[config.mk]
export PLATFORM = sky130hd
export DESIGN_NAME = seg_ring_buf
export DESIGN_NICKNAME = d
export VERILOG_FILES = /design/src/rtl/segring_pkg.sv /design/src/rtl/seg_cfg.sv /design/src/rtl/seg_store.sv /design/src/rtl/ring_ctrl.sv /design/src/rtl/seg_ring_buf.sv
export SDC_FILE = /design/constraint.sdc
export NUM_CORES = 1
export LEC_CHECK = 0
export BUFFER_PORTS_ARGS = -buffer_cell sky130_fd_sc_hd__buf_2
export CAP_MARGIN = 20
export CELL_PAD_IN_SITES_DETAIL_PLACEMENT = 1
export CELL_PAD_IN_SITES_GLOBAL_PLACEMENT = 1
export CORE_MARGIN = 10
export CORE_UTILIZATION = 35
export DETAILED_ROUTE_END_ITERATION = 10
export PLACE_DENSITY_LB_ADDON = 0.3
export SYNTH_ARGS = -nofsm -noshare
export SYNTH_HDL_FRONTEND = slang
export SYNTH_SLANG_ARGS = --single-unit
[constraint.sdc]
create_clock -name clk -period 10 [get_ports clk]
set_input_delay 1 -clock clk [delete_from_list [all_inputs] [get_ports clk]]
set_output_delay 1 -clock clk [all_outputs]
set_load 0.1 [all_outputs]
[src/rtl/segring_pkg.sv]
package segring_pkg;
  localparam int ADDR_W = 16;
  localparam int TOT_W  = 10;
  localparam int NSEG   = 2;
  localparam int DESC_B = 3;

  typedef struct packed {
    logic [ADDR_W-1:0] base;
    logic [7:0]        len;
  } seg_t;

  // next ring position, wrapping when the increment reaches the length
  function automatic logic [TOT_W-1:0] ring_next(input logic [TOT_W-1:0] p,
                                                 input logic [TOT_W-1:0] len);
    logic [TOT_W-1:0] q;
    q = p + 1'b1;
    return (q >= len) ? '0 : q;
  endfunction

  // logical ring index to physical byte address; 0 past the last segment
  function automatic logic [ADDR_W-1:0] index_to_addr(input logic [TOT_W-1:0] idx,
                                                      input logic [ADDR_W-1:0] main_base,
                                                      input logic [TOT_W-1:0] main_len,
                                                      input seg_t a, input seg_t b);
    logic [TOT_W-1:0] off;
    if (idx < main_len) return main_base + ADDR_W'(idx);
    off = idx - main_len;
    if (off < TOT_W'(a.len)) return a.base + ADDR_W'(off);
    off = off - TOT_W'(a.len);
    if (off < TOT_W'(b.len)) return b.base + ADDR_W'(off);
    return '0;
  endfunction
endpackage

[src/rtl/seg_cfg.sv]
module seg_cfg
  import segring_pkg::*;
#(
  parameter int          MAIN_LEN  = 8,
  parameter int          DEPTH_MAX = 64,
  parameter int          LEN_MIN   = 16,
  parameter logic [15:0] BASE_MIN  = 16'hEC00,
  parameter logic [15:0] BASE_MAX  = 16'hFBFC,
  parameter int          PTR_W     = 7
) (
  input  logic             clk,
  input  logic             rst_n,
  input  logic             cfg_wr,
  input  logic [2:0]       cfg_idx,
  input  logic [7:0]       cfg_data,
  input  logic [PTR_W-1:0] rd_ptr,
  output seg_t             seg_a,
  output seg_t             seg_b,
  output logic [TOT_W-1:0] total,
  output logic             cfg_ok
);
  seg_t segs [NSEG];
  logic [NSEG-1:0] base_ok;

  always_ff @(posedge clk) begin
    if (!rst_n) begin
      for (int s = 0; s < NSEG; s++) segs[s] <= '0;
    end else if (cfg_wr) begin
      for (int s = 0; s < NSEG; s++) begin
        if (cfg_idx == 3'(DESC_B*s))     segs[s].base[7:0]  <= cfg_data;
        if (cfg_idx == 3'(DESC_B*s + 1)) segs[s].base[15:8] <= cfg_data;
        if (cfg_idx == 3'(DESC_B*s + 2)) segs[s].len        <= cfg_data;
      end
    end
  end

  for (genvar s = 0; s < NSEG; s++) begin : g_base
    assign base_ok[s] = (segs[s].base >= BASE_MIN) && (segs[s].base <= BASE_MAX);
  end

  assign seg_a  = segs[0];
  assign seg_b  = segs[1];
  assign total  = TOT_W'(MAIN_LEN) + TOT_W'(segs[0].len) + TOT_W'(segs[1].len);
  assign cfg_ok = (total >= TOT_W'(LEN_MIN)) && (total <= TOT_W'(DEPTH_MAX)) &&
                  (&base_ok) && (TOT_W'(rd_ptr) <= total);
endmodule

[src/rtl/seg_store.sv]
module seg_store #(
  parameter int DEPTH = 64,
  localparam int IDX_W = $clog2(DEPTH)
) (
  input  logic             clk,
  input  logic             rst_n,
  input  logic             we,
  input  logic [IDX_W-1:0] widx,
  input  logic [7:0]       wdata,
  input  logic [IDX_W-1:0] ridx,
  output logic [7:0]       rdata
);
  logic [7:0] mem [DEPTH];

  always_ff @(posedge clk) begin
    if (!rst_n) begin
      for (int i = 0; i < DEPTH; i++) mem[i] <= '0;
    end else if (we) begin
      mem[widx] <= wdata;
    end
  end

  assign rdata = mem[ridx];
endmodule

[src/rtl/ring_ctrl.sv]
module ring_ctrl
  import segring_pkg::*;
#(
  parameter int          MAIN_LEN  = 8,
  parameter logic [15:0] MAIN_BASE = 16'hF540,
  parameter int          PTR_W     = 7,
  parameter int          IDX_W     = 6
) (
  input  logic             clk,
  input  logic             rst_n,
  input  logic             en,
  input  logic             prod_wr,
  input  logic             rd_req,
  input  logic             legacy_half,
  input  logic             cfg_ok,
  input  logic [TOT_W-1:0] total,
  input  seg_t             seg_a,
  input  seg_t             seg_b,
  input  logic [7:0]       store_rdata,
  output logic             store_we,
  output logic [IDX_W-1:0] store_widx,
  output logic [IDX_W-1:0] store_ridx,
  output logic [PTR_W-1:0] rd_ptr,
  output logic [PTR_W-1:0] wr_ptr,
  output logic             empty,
  output logic             overflow,
  output logic             rsp_valid,
  output logic [15:0]      rsp_addr,
  output logic [7:0]       rsp_data
);
  localparam int HALF = MAIN_LEN / 2;

  logic [PTR_W-1:0] w_q, rd_q, w_next;
  logic [TOT_W-1:0] ring_len;
  logic en_q, legacy, en_rise, pop_ok, pop_hit, push_ok, push_block, push_go;

  assign legacy     = !cfg_ok;
  assign ring_len   = legacy ? TOT_W'(MAIN_LEN) : total;
  assign wr_ptr     = legacy ? (legacy_half ? '0 : PTR_W'(HALF)) : w_q;
  assign rd_ptr     = rd_q;
  assign empty      = (rd_q == wr_ptr);
  assign en_rise    = en && !en_q;
  assign pop_ok     = rd_req && en && en_q;
  assign pop_hit    = pop_ok && !empty;
  assign w_next     = PTR_W'(ring_next(TOT_W'(w_q), ring_len));
  assign push_ok    = prod_wr && en;
  assign push_block = push_ok && !legacy && (w_next == rd_q);
  assign push_go    = push_ok && !push_block;

  assign store_we   = push_go;
  assign store_widx = IDX_W'(w_q);
  assign store_ridx = IDX_W'(rd_q);

  always_ff @(posedge clk) begin
    if (!rst_n) begin
      en_q      <= 1'b0;
      w_q       <= '0;
      rd_q      <= '0;
      overflow  <= 1'b0;
      rsp_valid <= 1'b0;
      rsp_addr  <= '0;
      rsp_data  <= '0;
    end else begin
      en_q      <= en;
      rsp_valid <= pop_ok;
      rsp_addr  <= pop_hit ? index_to_addr(TOT_W'(rd_q), MAIN_BASE, TOT_W'(MAIN_LEN),
                                           seg_a, seg_b) : '0;
      rsp_data  <= pop_hit ? store_rdata : '0;
      if (push_go) w_q <= w_next;
      if (en_rise)         overflow <= 1'b0;
      else if (push_block) overflow <= 1'b1;
      if (en_rise)      rd_q <= wr_ptr;
      else if (pop_hit) rd_q <= PTR_W'(ring_next(TOT_W'(rd_q), ring_len));
    end
  end

  p_empty_no_data_r5: assert property (@(posedge clk) disable iff (!rst_n)
    pop_ok && empty |=> rsp_valid && (rsp_addr == '0) && (rsp_data == '0));

  p_rd_step_r4: assert property (@(posedge clk) disable iff (!rst_n)
    pop_hit |=> (rd_ptr == '0) || (rd_ptr == PTR_W'($past(rd_ptr) + 1'b1)));

  p_enable_sync_r9: assert property (@(posedge clk) disable iff (!rst_n)
    en_rise |=> (rd_ptr == $past(wr_ptr)) && !overflow);

  p_no_overflow_clear_r10: assert property (@(posedge clk) disable iff (!rst_n)
    overflow && !en_rise |=> overflow);

  p_idle_no_rsp_r11: assert property (@(posedge clk) disable iff (!rst_n)
    !en |=> !rsp_valid);

  p_no_overflow_legacy_r7: assert property (@(posedge clk) disable iff (!rst_n)
    legacy && !overflow |=> !overflow || $past(en_rise));
endmodule

[src/rtl/seg_ring_buf.sv]
module seg_ring_buf
  import segring_pkg::*;
#(
  parameter logic [15:0] MAIN_BASE = 16'hF540,
  parameter int          MAIN_LEN  = 8,
  parameter int          DEPTH_MAX = 64,
  parameter int          LEN_MIN   = 16,
  parameter logic [15:0] BASE_MIN  = 16'hEC00,
  parameter logic [15:0] BASE_MAX  = 16'hFBFC,
  localparam int         PTR_W     = $clog2(DEPTH_MAX + 1),
  localparam int         IDX_W     = $clog2(DEPTH_MAX)
) (
  input  logic             clk,
  input  logic             rst_n,
  input  logic             enable,
  input  logic             cfg_wr,
  input  logic [2:0]       cfg_idx,
  input  logic [7:0]       cfg_data,
  input  logic             prod_wr,
  input  logic [7:0]       prod_data,
  input  logic             legacy_half,
  input  logic             rd_req,
  output logic             rsp_valid,
  output logic [15:0]      rsp_addr,
  output logic [7:0]       rsp_data,
  output logic [PTR_W-1:0] rd_ptr,
  output logic [PTR_W-1:0] wr_ptr,
  output logic             empty,
  output logic             overflow,
  output logic             cfg_ok
);
  seg_t             seg_a, seg_b;
  logic [TOT_W-1:0] total;
  logic             store_we;
  logic [IDX_W-1:0] store_widx, store_ridx;
  logic [7:0]       store_rdata;

  seg_cfg #(
    .MAIN_LEN(MAIN_LEN), .DEPTH_MAX(DEPTH_MAX), .LEN_MIN(LEN_MIN),
    .BASE_MIN(BASE_MIN), .BASE_MAX(BASE_MAX), .PTR_W(PTR_W)
  ) i_cfg (
    .clk(clk), .rst_n(rst_n), .cfg_wr(cfg_wr), .cfg_idx(cfg_idx),
    .cfg_data(cfg_data), .rd_ptr(rd_ptr), .seg_a(seg_a), .seg_b(seg_b),
    .total(total), .cfg_ok(cfg_ok)
  );

  seg_store #(.DEPTH(DEPTH_MAX)) i_store (
    .clk(clk), .rst_n(rst_n), .we(store_we), .widx(store_widx),
    .wdata(prod_data), .ridx(store_ridx), .rdata(store_rdata)
  );

  ring_ctrl #(
    .MAIN_LEN(MAIN_LEN), .MAIN_BASE(MAIN_BASE), .PTR_W(PTR_W), .IDX_W(IDX_W)
  ) i_ctrl (
    .clk(clk), .rst_n(rst_n), .en(enable), .prod_wr(prod_wr), .rd_req(rd_req),
    .legacy_half(legacy_half), .cfg_ok(cfg_ok), .total(total),
    .seg_a(seg_a), .seg_b(seg_b), .store_rdata(store_rdata),
    .store_we(store_we), .store_widx(store_widx), .store_ridx(store_ridx),
    .rd_ptr(rd_ptr), .wr_ptr(wr_ptr), .empty(empty), .overflow(overflow),
    .rsp_valid(rsp_valid), .rsp_addr(rsp_addr), .rsp_data(rsp_data)
  );
endmodule

==> results.txt <==
----------------------------------------------------
[Clocking]
  Number of hold-repair buffers added at the cts stage ... 0
  Clock sink total ... between 600 and 700
  TritonCTS clock tree ... done
  Number of H-tree levels ... 3
  Clk pin slew, worst setup/hold paths ... about 0.06 ns
  CTS root buffer ... sky130_fd_sc_hd__clkbuf_16
  Worst-skew pair later-pin latency ... 0.63 ns
  Max clock buf depth ... 3
  Resize count post-CTS ... 0
  Setup Buffers After CTS ... 0
  CTS Buf Count ... 68

[Critical path]
  Kind of critical path ... reg2reg
  Crit start category ... flop
  Worst Path Required ... roughly 10 ns
  Arr. time, crit path ... 7.66 ns
  Register-to-register setup slack ... 2.65 ns
  Highest fanout seen on the critical path ... between 60 and 70
  Endpoint kind of the worst setup timing path ... flop

[Placed design]
  Port Buffers ... 67
  Placed instance area ... between 0.03 and 0.04 mm²
  Setup slack after placement ... roughly 2.8 ns
  Last weighted congestion value of the routability-driven placer ... 0.8551
  Total half-perimeter wirelength after legalization and detailed placement ... 61,740 µm

[Final layout]
  Most used cells in the layout excluding fill and tap cells ... 565 x sky130_fd_sc_hd__nor2_1, 560 x sky130_fd_sc_hd__edfxtp_1, 168 x sky130_fd_sc_hd__mux4_2, 121 x sky130_fd_sc_hd__nand2_1
  Fill cells ... between 8,000 and 9,000
  Antenna diode count ... 0
  Total number of nets in the final design ... between 2,000 and 2,500
  Area of all placed cells without fillers ... between 0.03 and 0.04 mm²
  Commonest non-fill, non-tap cell in the layout ... sky130_fd_sc_hd__nor2_1
  Share of layout cells above drive strength 1 ... between 10% and 20%
  Layout overhead on the synthesized area ... 14.09%

[Power]
  Final Power ... slightly below 6 mW
  Peak supply drop ... between 100 and 150 µV
  LEAKAGE ... ~11 nW
  Cell Pwr Density ... between 150 and 200 mW/mm²

[Timing]
  Hold Violations, Final ... 0
  Final cycle utilization of the critical path ... between 70% and 80%
  Max frequency ... ~140 MHz
  Least setup slack across all paths after layout ... approximately 2.6 ns
  Number of pins exceeding their max-slew limit in the final report ... 0
  Worst clock skew ... about 0.038 ns
  RSZ-0062 raised after global routing ... false
  Max-Slew Margin vs Limit ... between 20 and 30%
  Final setup violating endpoints ... 0
  Setup total negative slack ... 0 ns
  Min Tclk post-route ... ~7.4 ns
  Worst slew pin tran ... around 1.1 ns

[Yosys]
  Number of distinct standard cells referenced by the synthesized netlist ... 67
  Synthesized-area fraction occupied by adder cells ... ~3.3%
  Syn Inst Count ... 2,194
  Average size of a mapped cell ... roughly 13 µm²
  Share of synthesized area occupied by flip-flops and latches ... 61.36%
  Combinational family with the most area after synthesis ... multiplexers
  Synthesized-area fraction occupied by and/or/nand/nor cells ... 12.86%
  Most instantiated flip-flop cell in the synthesis netlist ... sky130_fd_sc_hd__edfxtp_1
  Post-synthesis instance area ... 0.02874 mm²
  FFs w/ async S/R, synth ... 0%
  Seq cells post-synth ... 601
  Post-synthesis xor/xnor area fraction ... 1.249%
  Compound-Gate Fraction of Synth Area ... 5.294%
  Count of flip-flops with a built-in enable after synthesis ... 560
  Mux contribution to synthesized area ... 13.31%
  Yosys Warn Count ... 0

[Floorplanning]
  Die outline height ... between 300 and 400 µm
  X dimension of the die ... 306.6 µm
  Area of the die ... about 0.094 mm²
  FP Rows ... about 110
  Placeable Area ... 0.08172 mm²
  Total I/O pin count ... 68
  Effective utilization at floorplan ... 35.17%

[GRT]
  Initial antenna violation count ... 4
  Via count of the first global-routing pass ... 20,080
  Remaining global-route overflow ... 0
  Global-route wire length before repair ... ~140,000 µm
  Total global-route track usage ... between 10% and 20%
  Maximum number of pins on one net before global-route repair ... 85

[Drt]
  Number of vias per cell after detailed routing ... approximately 5.7
  Pre-antenna DRT Iters ... 5
  Routed wirelength normalized by instance count ... ~27 µm
  Post-route ant nets ... 0
  Violation count after the first detailed-route iteration ... between 1,500 and 2,000
  Detailed-route wire length ... roughly 92,000 µm
  Total DRC errors in the routed layout ... 0
  Routed via count ... roughly 19,000

[Flow run]
  Max cap viols ... 0

[Worst hold path]
  Path class of the lowest-slack min-delay path ... reg2reg

[Outcome]
  Status ... finished, final reports clean

----------------------------------------------------
-- kinds of logic (layout without fill, tap and decap cells) --
kind of cell	after synthesis	count (layout)
compound gates	247	247
xor+xnor	41	41
fa+ha+maj	74	74
buf+inv	192	343
flops	601	601
mux	172	172
other cells	1	2
simple gates	866	866
-- critical path, stage by stage (launching register included) --
cell	delay (ns)
sky130_fd_sc_hd__edfxtp_1	0.41
sky130_fd_sc_hd__ha_1	0.21
sky130_fd_sc_hd__inv_1	0.06
sky130_fd_sc_hd__fa_1	0.40
sky130_fd_sc_hd__nand2b_1	0.18
sky130_fd_sc_hd__a21oi_1	0.28
sky130_fd_sc_hd__o41ai_1	0.14
sky130_fd_sc_hd__or4_1	0.54
sky130_fd_sc_hd__mux2i_1	0.63
sky130_fd_sc_hd__and4_1	0.61
sky130_fd_sc_hd__and2_1	0.23
sky130_fd_sc_hd__ha_1	0.23
sky130_fd_sc_hd__nand2b_1	0.14
sky130_fd_sc_hd__a21o_1	0.17
sky130_fd_sc_hd__a21oi_1	0.20
sky130_fd_sc_hd__a21oi_1	0.11
sky130_fd_sc_hd__o22a_1	0.22
sky130_fd_sc_hd__a2111oi_2	0.85
sky130_fd_sc_hd__nor3_4	0.02
sky130_fd_sc_hd__buf_4	0.27
sky130_fd_sc_hd__nand4_1	0.14
sky130_fd_sc_hd__buf_4	0.67
sky130_fd_sc_hd__nor2_1	0.17
-- routing by layer --
layer  GRT usage, %  wire length (µm)  vias to the layer above
met3          2.941              6342                      151
met5              0                23                        -
met2          33.01             45490                      783
met4          4.983              2245                        4
li1               -                 -                     8314
met1          25.50             37760                    10050
-- report_power, final --
group	internal [mW]	leakage [nW]	total, mW	switching [mW]
clock network	1.39	1.04	2.46	1.07
registers	2.83	6.08	2.87	0.0455
logic	0.161	4.02	0.444	0.283
total	4.38	11.1	5.78	1.40
-- stage by stage --
step | hold WS [ns] | util [%] | cells
after global placement | 0.5927 | 36.99 | 3237
after floorplan | 0.5427 | - | 2195
after global routing | 0.6440 | 40.13 | 3416
after CTS | 0.6127 | 39.96 | 3399
final | 0.6187 | 40.13 | 3416
after detailed placement | 0.6017 | 37.35 | 3279
-- flip-flops by register name, indices dropped and copies added (netlist names) --
signal / flops
i_ctrl.rsp_valid: 1
i_ctrl.rd_ptr: 7
i_ctrl.w_q: 7
i_ctrl.rsp_addr: 16
i_cfg.segs: 48
i_ctrl.en_q: 1
i_store.mem: 512
i_ctrl.overflow: 1
i_ctrl.rsp_data: 8
-- layout make-up --
type | instances | area (µm²) | area share (%)
clock buffers | 86 | 1790 | 5.460
clock inverters | 34 | 346.6 | 1.057
inverters | 59 | 221.5 | 0.6754
multi-input cells | 1402 | 10400 | 31.73
flip-flops and latches | 601 | 17650 | 53.81
well taps | 1070 | 1339 | 4.083
repair buffers | 164 | 1044 | 3.182
-- final timing paths --
kind,end,start,cells after the start
worst max-delay path,i_store.mem[61][3]$_SDFFCE_PN0P_,i_cfg.segs[1][0]$_DFFE_PP_,22
worst min-delay path,i_ctrl.rd_ptr[1]$_SDFFE_PN0P_,i_ctrl.rd_ptr[1]$_SDFFE_PN0P_,2
worst max register to register,i_store.mem[61][3]$_SDFFCE_PN0P_,i_cfg.segs[1][0]$_DFFE_PP_,22
worst min register to register,i_ctrl.rd_ptr[1]$_SDFFE_PN0P_,i_ctrl.rd_ptr[1]$_SDFFE_PN0P_,2
-- cell usage after synthesis, types with 4 or more instances --
master	instances	area (µm²)
sky130_fd_sc_hd__a21o_1	13	97.59
sky130_fd_sc_hd__a21boi_0	9	67.56
sky130_fd_sc_hd__edfxtp_1	560	16820
sky130_fd_sc_hd__nand3_1	33	165.2
sky130_fd_sc_hd__nor2_1	565	2121
sky130_fd_sc_hd__nor4_1	6	37.54
sky130_fd_sc_hd__and3_1	20	125.1
sky130_fd_sc_hd__nor4b_1	5	43.79
sky130_fd_sc_hd__buf_2	19	95.09
sky130_fd_sc_hd__mux4_2	168	3784
sky130_fd_sc_hd__a211oi_1	4	30.03
sky130_fd_sc_hd__a31oi_1	9	56.30
sky130_fd_sc_hd__o31ai_1	4	30.03
sky130_fd_sc_hd__inv_1	57	214.0
sky130_fd_sc_hd__xor2_1	17	148.9
sky130_fd_sc_hd__nand2_1	121	454.2
sky130_fd_sc_hd__buf_1	29	108.9
sky130_fd_sc_hd__or2_2	4	25.02
sky130_fd_sc_hd__o211ai_1	7	52.55
sky130_fd_sc_hd__nor2b_1	17	106.4
sky130_fd_sc_hd__xnor2_1	24	210.2
sky130_fd_sc_hd__fa_1	4	80.08
sky130_fd_sc_hd__a21oi_1	52	260.3
sky130_fd_sc_hd__nor3b_1	4	30.03
sky130_fd_sc_hd__ha_1	70	875.8
sky130_fd_sc_hd__nor3_1	17	85.08
sky130_fd_sc_hd__or3_1	6	37.54
sky130_fd_sc_hd__o21a_1	7	52.55
sky130_fd_sc_hd__o21ai_0	97	485.5
sky130_fd_sc_hd__nand4_1	12	75.07
sky130_fd_sc_hd__and2_1	27	168.9
sky130_fd_sc_hd__a22oi_1	10	75.07
sky130_fd_sc_hd__nand2b_1	14	87.58
sky130_fd_sc_hd__clkbuf_1	85	319.1
sky130_fd_sc_hd__dfxtp_1	41	820.8
sky130_fd_sc_hd__o2111ai_1	4	35.03
(Power assumes the default switching activity.)
